<file path="src/rtl/sem_pkg.sv">
package sem_pkg;
  // position of the busy flag in the read word
  localparam int unsigned BUSY_BIT  = 0;
  // lowest bit of the owner field in the read word
  localparam int unsigned OWNER_LSB = 8;

  typedef enum logic {
    SEM_RD = 1'b0,
    SEM_WR = 1'b1
  } sem_op_e;
endpackage

</file>
<file path="src/rtl/sem_arb.sv">
module sem_arb #(
  parameter int unsigned N_PORT = 3
) (
  input  logic              clk,
  input  logic              rst_n,
  input  logic [N_PORT-1:0] req,
  output logic [N_PORT-1:0] grant
);
  // taken[i] is set when a lower-numbered port already claimed the cycle
  logic [N_PORT:0] taken;
  assign taken[0] = 1'b0;

  for (genvar i = 0; i < N_PORT; i++) begin : g_prio
    assign grant[i]   = req[i] & ~taken[i];
    assign taken[i+1] = taken[i] | req[i];
  end


  one_grant_chk: assert property (@(posedge clk) disable iff (!rst_n)
    $onehot0(grant));


  grant_needs_req_chk: assert property (@(posedge clk) disable iff (!rst_n)
    (grant & ~req) == '0);


  lowest_wins_chk: assert property (@(posedge clk) disable iff (!rst_n)
    req[0] |-> grant[0]);
endmodule

</file>
<file path="src/rtl/sem_decode.sv">
module sem_decode #(
  parameter int unsigned N_FUNC    = 8,
  parameter int unsigned ADDR_W    = 16,
  parameter logic [ADDR_W-1:0] BASE_ADDR = '0,
  parameter int unsigned STRIDE    = 4,
  parameter int unsigned FID_W     = 3
) (
  input  logic [ADDR_W-1:0] addr,
  output logic              hit,
  output logic [FID_W-1:0]  fid
);
  localparam int unsigned SH = $clog2(STRIDE);

  logic [ADDR_W-1:0] off;
  logic [ADDR_W-1:0] idx;
  logic              below;
  logic              aligned;
  logic              in_bank;

  assign below   = addr < BASE_ADDR;
  assign off     = addr - BASE_ADDR;
  assign idx     = off >> SH;
  assign in_bank = idx < ADDR_W'(N_FUNC);

  if (SH > 0) begin : g_align
    assign aligned = off[SH-1:0] == '0;
  end else begin : g_noalign
    assign aligned = 1'b1;
  end

  assign hit = !below && aligned && in_bank;
  assign fid = idx[FID_W-1:0];
endmodule

</file>
<file path="src/rtl/sem_core.sv">
module sem_core #(
  parameter int unsigned FID_W  = 3,
  parameter int unsigned DATA_W = 32
) (
  input  logic              clk,
  input  logic              rst_n,
  input  logic              acc_vld,
  input  logic              acc_wr,
  input  logic              acc_hit,
  input  logic [FID_W-1:0]  acc_fid,
  input  logic [DATA_W-1:0] acc_wdata,
  output logic [DATA_W-1:0] rd_word
);
  import sem_pkg::*;

  logic             busy_q;
  logic [FID_W-1:0] owner_q;
  logic             do_take;
  logic             do_free;

  // a read through any register tests and sets the one shared flag
  assign do_take = acc_vld && acc_hit && (acc_wr == SEM_RD);
  // release: zero word, owner's register, lock held
  assign do_free = acc_vld && acc_hit && (acc_wr == SEM_WR) && busy_q &&
                   (acc_fid == owner_q) && (acc_wdata == '0);

  always_ff @(posedge clk) begin
    if (!rst_n) begin
      busy_q  <= 1'b0;
      owner_q <= '0;
    end else if (do_take) begin
      busy_q <= 1'b1;
      if (!busy_q) owner_q <= acc_fid;
    end else if (do_free) begin
      busy_q  <= 1'b0;
      owner_q <= '0;
    end
  end

  // word returned to the reader: state before this access
  always_comb begin
    rd_word = '0;
    if (acc_hit) begin
      rd_word[BUSY_BIT]            = busy_q;
      rd_word[OWNER_LSB +: FID_W]  = owner_q;
    end else begin
      rd_word[BUSY_BIT] = 1'b1;
    end
  end


  rd_sets_busy_chk: assert property (@(posedge clk) disable iff (!rst_n)
    (acc_vld && acc_hit && !acc_wr) |=> busy_q);


  first_reader_owns_chk: assert property (@(posedge clk) disable iff (!rst_n)
    (acc_vld && acc_hit && !acc_wr && !busy_q) |=> (owner_q == $past(acc_fid)));


  owner_hold_chk: assert property (@(posedge clk) disable iff (!rst_n)
    (busy_q && !(acc_vld && acc_wr)) |=> (busy_q && $stable(owner_q)));


  owner_release_chk: assert property (@(posedge clk) disable iff (!rst_n)
    (acc_vld && acc_hit && acc_wr && busy_q && acc_fid == owner_q &&
     acc_wdata == '0) |=> !busy_q);


  foreign_write_chk: assert property (@(posedge clk) disable iff (!rst_n)
    (acc_vld && acc_wr && acc_hit && acc_fid != owner_q) |=>
      ($stable(busy_q) && $stable(owner_q)));


  nonzero_write_chk: assert property (@(posedge clk) disable iff (!rst_n)
    (acc_vld && acc_wr && acc_wdata != '0) |=>
      ($stable(busy_q) && $stable(owner_q)));


  miss_no_effect_chk: assert property (@(posedge clk) disable iff (!rst_n)
    (acc_vld && !acc_hit) |=> ($stable(busy_q) && $stable(owner_q)));
endmodule

</file>
<file path="src/rtl/sem_rsp.sv">
module sem_rsp #(
  parameter int unsigned N_PORT = 3,
  parameter int unsigned DATA_W = 32
) (
  input  logic                     clk,
  input  logic                     rst_n,
  input  logic [N_PORT-1:0]        grant,
  input  logic [DATA_W-1:0]        rd_word,
  output logic [N_PORT-1:0]        rsp_valid,
  output logic [N_PORT*DATA_W-1:0] rsp_rdata
);
  for (genvar i = 0; i < N_PORT; i++) begin : g_port
    always_ff @(posedge clk) begin
      if (!rst_n) begin
        rsp_valid[i]                 <= 1'b0;
        rsp_rdata[i*DATA_W +: DATA_W] <= '0;
      end else begin
        rsp_valid[i] <= grant[i];
        if (grant[i]) rsp_rdata[i*DATA_W +: DATA_W] <= rd_word;
      end
    end


    rsp_follows_grant_chk: assert property (@(posedge clk) disable iff (!rst_n)
      grant[i] |=> rsp_valid[i]);


    no_rsp_without_grant_chk: assert property (@(posedge clk) disable iff (!rst_n)
      !grant[i] |=> !rsp_valid[i]);
  end
endmodule

</file>
<file path="src/rtl/hw_sem_bank.sv">
module hw_sem_bank #(
  parameter int unsigned N_FUNC    = 8,
  parameter int unsigned N_PORT    = 3,
  parameter int unsigned ADDR_W    = 16,
  parameter int unsigned DATA_W    = 32,
  parameter logic [ADDR_W-1:0] BASE_ADDR = 16'h0400,
  parameter int unsigned STRIDE    = 4
) (
  input  logic                     clk,
  input  logic                     rst_n,
  input  logic [N_PORT-1:0]        cmd_valid,
  output logic [N_PORT-1:0]        cmd_ready,
  input  logic [N_PORT-1:0]        cmd_write,
  input  logic [N_PORT*ADDR_W-1:0] cmd_addr,
  input  logic [N_PORT*DATA_W-1:0] cmd_wdata,
  output logic [N_PORT-1:0]        rsp_valid,
  output logic [N_PORT*DATA_W-1:0] rsp_rdata
);
  localparam int unsigned FID_W = (N_FUNC > 1) ? $clog2(N_FUNC) : 1;

  logic [N_PORT-1:0] grant;
  logic              sel_vld;
  logic              sel_wr;
  logic [ADDR_W-1:0] sel_addr;
  logic [DATA_W-1:0] sel_wdata;
  logic              sel_hit;
  logic [FID_W-1:0]  sel_fid;
  logic [DATA_W-1:0] rd_word;

  sem_arb #(.N_PORT(N_PORT)) u_arb (
    .clk   (clk),
    .rst_n (rst_n),
    .req   (cmd_valid),
    .grant (grant)
  );

  assign cmd_ready = grant;
  assign sel_vld   = |grant;

  // one-hot grant steers the winning port's command onto the shared path
  always_comb begin
    sel_wr    = 1'b0;
    sel_addr  = '0;
    sel_wdata = '0;
    for (int i = 0; i < N_PORT; i++) begin
      sel_wr    = sel_wr | (cmd_write[i] & grant[i]);
      sel_addr  = sel_addr  | (cmd_addr[i*ADDR_W +: ADDR_W]  & {ADDR_W{grant[i]}});
      sel_wdata = sel_wdata | (cmd_wdata[i*DATA_W +: DATA_W] & {DATA_W{grant[i]}});
    end
  end

  sem_decode #(
    .N_FUNC    (N_FUNC),
    .ADDR_W    (ADDR_W),
    .BASE_ADDR (BASE_ADDR),
    .STRIDE    (STRIDE),
    .FID_W     (FID_W)
  ) u_dec (
    .addr (sel_addr),
    .hit  (sel_hit),
    .fid  (sel_fid)
  );

  sem_core #(.FID_W(FID_W), .DATA_W(DATA_W)) u_core (
    .clk       (clk),
    .rst_n     (rst_n),
    .acc_vld   (sel_vld),
    .acc_wr    (sel_wr),
    .acc_hit   (sel_hit),
    .acc_fid   (sel_fid),
    .acc_wdata (sel_wdata),
    .rd_word   (rd_word)
  );

  sem_rsp #(.N_PORT(N_PORT), .DATA_W(DATA_W)) u_rsp (
    .clk       (clk),
    .rst_n     (rst_n),
    .grant     (grant),
    .rd_word   (rd_word),
    .rsp_valid (rsp_valid),
    .rsp_rdata (rsp_rdata)
  );
endmodule

</file>
<file path="config.mk">
export PLATFORM = sky130hd
export DESIGN_NAME = hw_sem_bank
export DESIGN_NICKNAME = d
export VERILOG_FILES = /design/src/rtl/sem_pkg.sv /design/src/rtl/sem_arb.sv /design/src/rtl/sem_decode.sv /design/src/rtl/sem_core.sv /design/src/rtl/sem_rsp.sv /design/src/rtl/hw_sem_bank.sv
export SDC_FILE = /design/constraint.sdc
export NUM_CORES = 1
export LEC_CHECK = 0
export BUFFER_PORTS_ARGS = -buffer_cell sky130_fd_sc_hd__buf_4
export CORE_AREA = 8 8 92 94
export CTS_BUF_LIST = sky130_fd_sc_hd__clkbuf_16
export CTS_CLUSTER_SIZE = 40
export DETAILED_ROUTE_END_ITERATION = 7
export DIE_AREA = 0 0 100 102
export PLACE_DENSITY = 0.7
export SKIP_LAST_GASP = 1
export SLEW_MARGIN = 5
export SYNTH_ARGS = -nofsm -noshare
export SYNTH_HDL_FRONTEND = slang
export SYNTH_SLANG_ARGS = --single-unit
</file>
<file path="constraint.sdc">
create_clock -name clk -period 1.85 [get_ports clk]
set_input_delay 0.0925 -clock clk [delete_from_list [all_inputs] [get_ports clk]]
set_output_delay 0.0925 -clock clk [all_outputs]
set_load 0.02 [all_outputs]
</file>
# Word level (Yosys, flattened, before mapping)
# Cells that the tools add are included.
# op_classes
n_reduce_logical,14
n_lt_le_gt_ge,2
add_sub_neg,1
n_mux,7
n_eq_ne,2
bitwise,21
# ops
cell,n
$and A32 B32 Y32,3
$or A32 B32 Y32,2
$and A16 B16 Y16,3
$logic_not A32 Y1,1
$or A16 B16 Y16,2
$lt A16 B11 Y1 const B,1
$sub A16 B11 Y16 const B,1
$lt A14 B4 Y1 const B,1
$mux W3,4
$logic_and A1 B1 Y1,8
$and A1 B1 Y1,5
$eq A3 B3 Y1,1
$mux W1,3
$not A1 Y1,3
$or A1 B1 Y1,3
$reduce_or A3 Y1,1
$logic_not A2 Y1,1
$ne A2 B2 Y1 const B,1
$reduce_and A2 Y1,1
$reduce_bool A2 Y1,1
$logic_not A1 Y1,1
# totals
in_bits,152
reg_bits,19
word_cells,55
output_inout_bits,102

# Logic depth before layout (Yosys ltp)
# Gate-level depths: netlist of the first run.
# depth
ltp_word,16
ltp_mapped,10
mapped_depth_nobuf,8

# Hierarchy
# A second synthesis of the first run with hierarchy kept.
# unflattened
cells_unflattened,513
area_unflattened_um2,5312.6
# modules_own_cells
mod,seq_area_each_um2,area_each_um2,instances,cells_each
sem_rsp,1981.9,3833.7,1,317
hw_sem_bank,0.0,863.3,1,117
sem_core,80.1,528.0,1,68
sem_decode,0.0,61.3,1,8
sem_arb,0.0,26.3,1,3

# Worst setup path before layout of the first run
# OpenSTA, ideal clock, no wires.
# synth_timing
path_type,in2reg
from,input port cmd_valid[0]
to,register u_core.owner_q[1]
t_required_ns,1.727
stages,9
path_slack_ns,0.178
setup_ns,0.123
path_buffers,2
arrival_time_ns,1.548
cell_sequence,buf_6 or3b_1 buf_6 clkinv_8 a22oi_2 a21oi_4 nand3_2 o311ai_4 o21ai_1
# synth_between
elab_chain_cells,16
elab_cells_between_ends,42
cone_classes,add/sub: 1; order compare: 2; eq/ne: 2; mux: 2; bitwise: 21; reduce/logical: 14
# synth_lines
element,line,rtl
start: declaration,hw_sem_bank.sv:11,"input logic [N_PORT-1:0] cmd_valid,"
$or A1 B1 Y1 (*),sem_arb.sv:15,assign taken[i+1] = taken[i] | req[i];
$not A1 Y1 (*),sem_arb.sv:14,assign grant[i] = req[i] & ~taken[i];
$and A1 B1 Y1 (*),sem_arb.sv:14,
via cmd_ready[2],hw_sem_bank.sv:12,"output logic [N_PORT-1:0] cmd_ready,"
branches (longest 13 deep; another with $sub A16 B11 Y16),--,
end signal: assignment,sem_core.sv:33,if (!busy_q) owner_q <= acc_fid;
end: declaration,sem_core.sv:17,logic [FID_W-1:0] owner_q;
# Mark *: on every way through the listed nets, which the timed path passes. The select of a mux whose other input is x is not followed.
# A chain may end at the register's enable or synchronous reset.

# Worst setup path in the final report of the first run
# layout_timing
from,input port cmd_valid[0]
to,register u_rsp.rsp_rdata[40]
# layout_between
elab_chain_cells,10
elab_cells_between_ends,18
cone_classes,add/sub: 1; order compare: 2; mux: 1; bitwise: 10; reduce/logical: 4
# layout_lines
element,line,rtl
branches (longest 10 deep; another with $sub A16 B11 Y16),--,
end signal: indexed assignment,sem_rsp.sv:19,if (grant[i]) rsp_rdata[i*DATA_W +: DATA_W] <= rd_word;
end: declaration,sem_rsp.sv:10,output logic [N_PORT*DATA_W-1:0] rsp_rdata
# Parallel ways; which one is timed is not known.

==> results of run 1 <==
## sequential cells by signal (all words and copies together) (netlist names)
signal and flops:
u_rsp.rsp_rdata 12, u_rsp.rsp_valid 3, u_core.busy_q 1, u_core.owner_q 3
## worst register-to-register path, cell delays in order, from the launching register on
cell and delay (ps):
dfxtp_1 480, nor2b_1 110, o21ai_0 150, a31o_1 170
nand3_2 110, o311ai_4 330, o21ai_1 100
## placed cells by master, fill, tap and decap left out, types with 6 or more instances in the layout
cell     instances
nor2_1          12
nand3_1         15
nand4_1          6
buf_4          176
inv_1            6
conb_1          84
a21oi_1         12
nor4_1          27
dfxtp_1         19
nand2_1         15
## worst min path at each step
stage	end	cells after the start
2_1_floorplan	u_core.owner_q[0]	2
3_3_place_gp	u_core.owner_q[0]	3
3_5_place_dp	u_core.owner_q[0]	3
4_1_cts	u_core.owner_q[1]	3
5_1_grt	u_core.owner_q[1]	3
6_report	u_core.owner_q[1]	3
## per-stage QoR
step | area [sq um] | total power (W) | util, % | instances | hold WS [ps]
floorplan | 2250 | 0.000816 | - | 340 | 230
global placement | 3010 | 0.000967 | 42.6 | 522 | 385
detailed placement | 3010 | 0.000974 | 42.6 | 522 | 404
CTS | 3090 | 0.00141 | 43.8 | 526 | 145
global route | 3090 | 0.00147 | 43.8 | 526 | 150
finish | 3090 | 0.00141 | 43.8 | 526 | 150
## kinds of logic after synthesis
family          synth area share, %
buf+inv                        37.6
simple gates                   28.6
compound gates                 13.5
flops                          19.6
xor+xnor                      0.451
other cells                   0.193
## power by group
group          switching (W)  total, W  internal (W)
Sequential        0.00000425  0.000422      0.000417
Combinational       0.000295  0.000553      0.000257
Clock               0.000149  0.000436      0.000287
## area by class of cell
type                    count  share of cell area [%]
clock buffers               3                    2.43
clock inverters             1                   0.122
inverters                   8                    1.38
multi-input cells         220                    37.0
flip-flops and latches     19                    12.3
well taps                  99                    4.01
repair buffers            176                    42.8
## layer usage
layer  track usage (%)  share of wire [%]  vias to the layer above
met1              14.7                 33                     1004
li1                  -                  -                     1093
met3              4.50                9.0                       10
met4              4.07                1.4                        0
met2              27.7                 57                      124
met5                 0                  0                        -
==> flow_summary.yaml, run 1 <==
logic_synthesis:
  avgSynthCellArea_sq_um: 7.56
  synth.most_common_cell: "buf_4"
  netlist_area_sq_mm: 0.00194
  yosys.area.top_type: "buf_4"
  async_reset_ff_share_pct: 0
  synth_edf_count: 0
  synth_cell_types: 45
  synth.top_cell.area_share_pct: 33.2
  synthCells: 257
  ys_top_cells_by_count: "buf_4 (86), nor4_1 (27), dfxtp_1 (19)"
  yosysSeqAreaShare_pct: 19.6
  synthTopCellsByArea: "buf_4 (33%), dfxtp_1 (20%), nor4_1 (8.7%)"
  yosysWarnings: 0
  ys_ff_latch: 19
  ys.flop_type: "dfxtp_1"
detailed_routing:
  vias: 2231
  drc: 0
  first_iter_violations: 44
  drt_pass1_iterations: 4
  via_per_inst: 4.24
  wl_mm: 8.20
  wire_per_inst_um: 15.6
  detail-route-antenna-nets: 0
worst_setup_path:
  worstSetupPathType: "primary input to register"
  r2r-end: "u_core.owner_q[2]"
  cp-endpoint: "u_rsp.rsp_rdata[40]"
  cp_slowest_cell: "or3b_1"
  critical_path_depth: 8
  crit_start: "cmd_valid[0]"
  arrival_ps: 1750
  startpoint_type: "primary input"
  r2r_cells: 6
  crit_family: "simple AND/OR/NAND/NOR gates"
  rr_startpoint: "u_core.owner_q[1]"
  path_cells: "buf_4, or3b_1, clkinv_8, a22oi_2, a21oi_4, and2_1, nand3_1, a21oi_1"
  cp.buffers_inverters: 2
  worst_path_largest_cell_delay_ps: 510
  worstPathRequired_ps: 2020
  crit_fanout: 10
  rrSetupSlack_ps: 290
  cp-end-kind: "register"
clock_network:
  cts_hold_buf: 0
  cts_tree: "built"
  cts_root_buf: "clkbuf_16"
  cts-resized-gates: 0
  postCtsSetupRepairBufs: 0
  clk_pin_slew_worst_paths_ps: 50
  clock_latency_ps: 250
  cts_max_path_buffers: 2
  cts_max_level: 1
  cts-buffers-inserted: 3
  cts_num_sinks: 19
die:
  pin_count: 254
  die_h_um: 102
  start_util_pct: 27.5
  rows: 31
  die_x_um: 100
  die_area_sq_mm: 0.0102
  core_sq_mm: 0.00706
timing:
  setup_slack_ps: 276
  finalWorstPathRequiredPeriod_ps: 1570
  fin_tns_setup_ps: 0
  min_period_over_period_pct: 85.1
  setup_violations: 0
  fin_skew_ps: 1.46
  final-max-slew-violation-count: 0
  hold_viol_final: 0
  rsz0062_at_grt: "false"
  fmaxAchievable_ghz: 0.635
grt:
  grt_pass1_vias: 2503
  track_usage_pct: 14.5
  grt-ovfl-total: 0
  grt_pass1_wl_mm: 11.9
  antenna_found_initial: 0
  grt_max_degree: 18
finish:
  final_nets: 580
  final.fill_count: 744
  drive_above_1_share_pct: 44.0
  diodes: 0
  seq_area_sq_um: 380
  multi_input_area_sq_mm: 0.00114
  syn2layout_area_growth_pct: 59.1
placed_design:
  place_ws_ps: 6.83
  portBuffers: 169
  hpwl_mm: 7.52
  place.gp.congestion: 0.841
power_and_ir_drop:
  power.density_mw_per_mm2: 457
  peakVddDrop_mv: 0.271
  p_leak_nw: 1.52
job:
  cap_viol_max_count: 0
hold_path:
  min_from: "rst_n"
  min_path_type: "primary input to register"
run_status:
  status: "complete, no violations"
(Power assumes the default switching activity.)
==> inputs of run 2 (changes only) <==
--- a/config.mk
+++ b/config.mk
@@ -5,12 +5,13 @@
 export SDC_FILE = /design/constraint.sdc
 export NUM_CORES = 1
 export LEC_CHECK = 0
-export BUFFER_PORTS_ARGS = -buffer_cell sky130_fd_sc_hd__buf_4
+export BUFFER_PORTS_ARGS = -buffer_cell sky130_fd_sc_hd__buf_2
 export CORE_AREA = 8 8 92 94
 export CTS_BUF_LIST = sky130_fd_sc_hd__clkbuf_16
 export CTS_CLUSTER_SIZE = 40
 export DETAILED_ROUTE_END_ITERATION = 7
 export DIE_AREA = 0 0 100 102
+export MAX_ROUTING_LAYER = met4
 export PLACE_DENSITY = 0.7
 export SKIP_LAST_GASP = 1
 export SLEW_MARGIN = 5
==> flow_summary.yaml, run 2 (synthesized netlist as in run 1, its figures left out) <==
run_status:
  status: "complete, no violations"
clock_network:
  postCtsSetupRepairBufs: 0
  cts_max_level: 1
  cts-buffers-inserted: 3
  cts_max_path_buffers: 2
  cts_tree: "built"
  clock_latency_ps: 250
  cts_hold_buf: 0
  cts_num_sinks: 19
  cts-resized-gates: 0
  cts_root_buf: "clkbuf_16"
  clk_pin_slew_worst_paths_ps: 50
timing:
  fin_tns_setup_ps: 0
  hold_viol_final: 0
  fin_skew_ps: 3.12
  relSlewSlack_pct: 65.2
  rsz0062_at_grt: "false"
  finalWorstPathRequiredPeriod_ps: 1540
  hold_ws_ps: 158
  final-max-slew-violation-count: 0
  setup_violations: 0
  min_period_over_period_pct: 83.5
  worst_pin_slew_ps: 519
  fmaxAchievable_ghz: 0.647
power_and_ir_drop:
  p_comb_share_pct: 34.6
  power_frac_seq_pct: 31.9
  p_leak_nw: 1.40
  peakVddDrop_mv: 0.244
  p_switching_w: 0.000451
  internal_power_w: 0.000871
  p_clk_share_pct: 33.5
  power.density_mw_per_mm2: 494
  swShare_pct: 34.1
  p_total_w: 0.00132
job:
  cap_viol_max_count: 0
grt:
  track_usage_pct: 14.3
  grt-ovfl-total: 0
  grt_pass1_vias: 2365
  grt_max_degree: 17
  grt_pass1_wl_mm: 11.5
  antenna_found_initial: 0
placed_design:
  portBuffers: 169
  hpwl_mm: 7.21
  place.gp.congestion: 0.867
hold_path:
  hold_depth: 3
  min_path_type: "primary input to register"
detailed_routing:
  detail-route-antenna-nets: 0
  vias: 2177
  drc: 0
  drt_pass1_iterations: 4
  via_per_inst: 4.13
  first_iter_violations: 69
  wl_mm: 7.79
  wire_per_inst_um: 14.8
finish:
  drive_above_1_share_pct: 44.4
  layout_commonest_cell: "buf_2"
  top_regs: "u_rsp.rsp_rdata x12, u_core.owner_q x3, u_rsp.rsp_valid x3"
  final_nets: 581
  largest_register_ffs: 12
  final.fill_count: 786
  regMostFlops: "u_rsp.rsp_rdata"
  diodes: 0
  final_cell_mix: "buf_2 (169), conb_1 (84), nor4_1 (27), dfxtp_1 (19)"
  syn2layout_area_growth_pct: 37.8
die:
  rows: 31
  die_h_um: 102
  die_x_um: 100
  pin_count: 254
  start_util_pct: 27.5
  core_sq_mm: 0.00706
  die_area_sq_mm: 0.0102
worst_setup_path:
  r2r_cells: 6
  cp-end-kind: "register"
  worstSetupPathType: "register to register"
  arrival_ps: 1680
  startpoint_type: "register"
  crit_fanout: 9
  worstPathRequired_ps: 1990
run 2: changes by cell type in the layout (fill, tap and decap cells not counted):
cell,before,now
buf_4,176,8
inv_1,6,5
clkinv_2,0,1
buf_2,0,169
run 2: per-layer routing:
layer	part of all wire [%]	GRT usage (%)
met1	38	15.8
met2	54	25.9
met3	6.5	2.38
met4	1.1	4.19
met5	0	-
run 2: power by group through the flow:
stage / registers, W / clock network [W] / logic (W)
global placement: 0.000430 / 0 / 0.000443
global route: 0.000422 / 0.000473 / 0.000499
finish: 0.000421 / 0.000443 / 0.000457
detailed placement: 0.000430 / 0 / 0.000447
floorplan: 0.000438 / 0 / 0.000378
CTS: 0.000421 / 0.000453 / 0.000448
run 2: cell type report:
type / instances / area [sq um] / area share, %
inverters: 8 / 42.5 / 1.59
flip-flops and latches: 19 / 380 / 14.2
clock inverters: 1 / 5.00 / 0.187
well taps: 99 / 124 / 4.63
repair buffers: 177 / 906 / 33.9
multi-input cells: 220 / 1140 / 42.7
clock buffers: 3 / 75.1 / 2.81
run 2: path summary, 6_finish.rpt:
path                              end                start  slack (ps)
setup / recovery    u_core.owner_q[0]    u_core.owner_q[1]         310
hold / removal      u_core.owner_q[0]                rst_n         160
setup reg to reg    u_core.owner_q[0]    u_core.owner_q[1]         310
hold reg to reg   u_rsp.rsp_rdata[73]  u_rsp.rsp_rdata[73]         450
run 2: critical path: stages, from the launching register on:
cell,delay (ps)
dfxtp_1,490
nor2b_1,90
o21ai_0,150
a31o_1,180
nand3_2,100
o311ai_4,330
o21ai_1,90
run 2: metrics by stage:
stage / instance area (sq um) / std cells / utilization, % / setup slack (ps)
2_1_floorplan: 2250 / 340 / - / 178
3_3_place_gp: 2590 / 523 / 36.8 / 80.6
3_5_place_dp: 2590 / 523 / 36.8 / 54.9
4_1_cts: 2680 / 527 / 37.9 / 316
5_1_grt: 2680 / 527 / 37.9 / 164
6_report: 2680 / 527 / 37.9 / 305
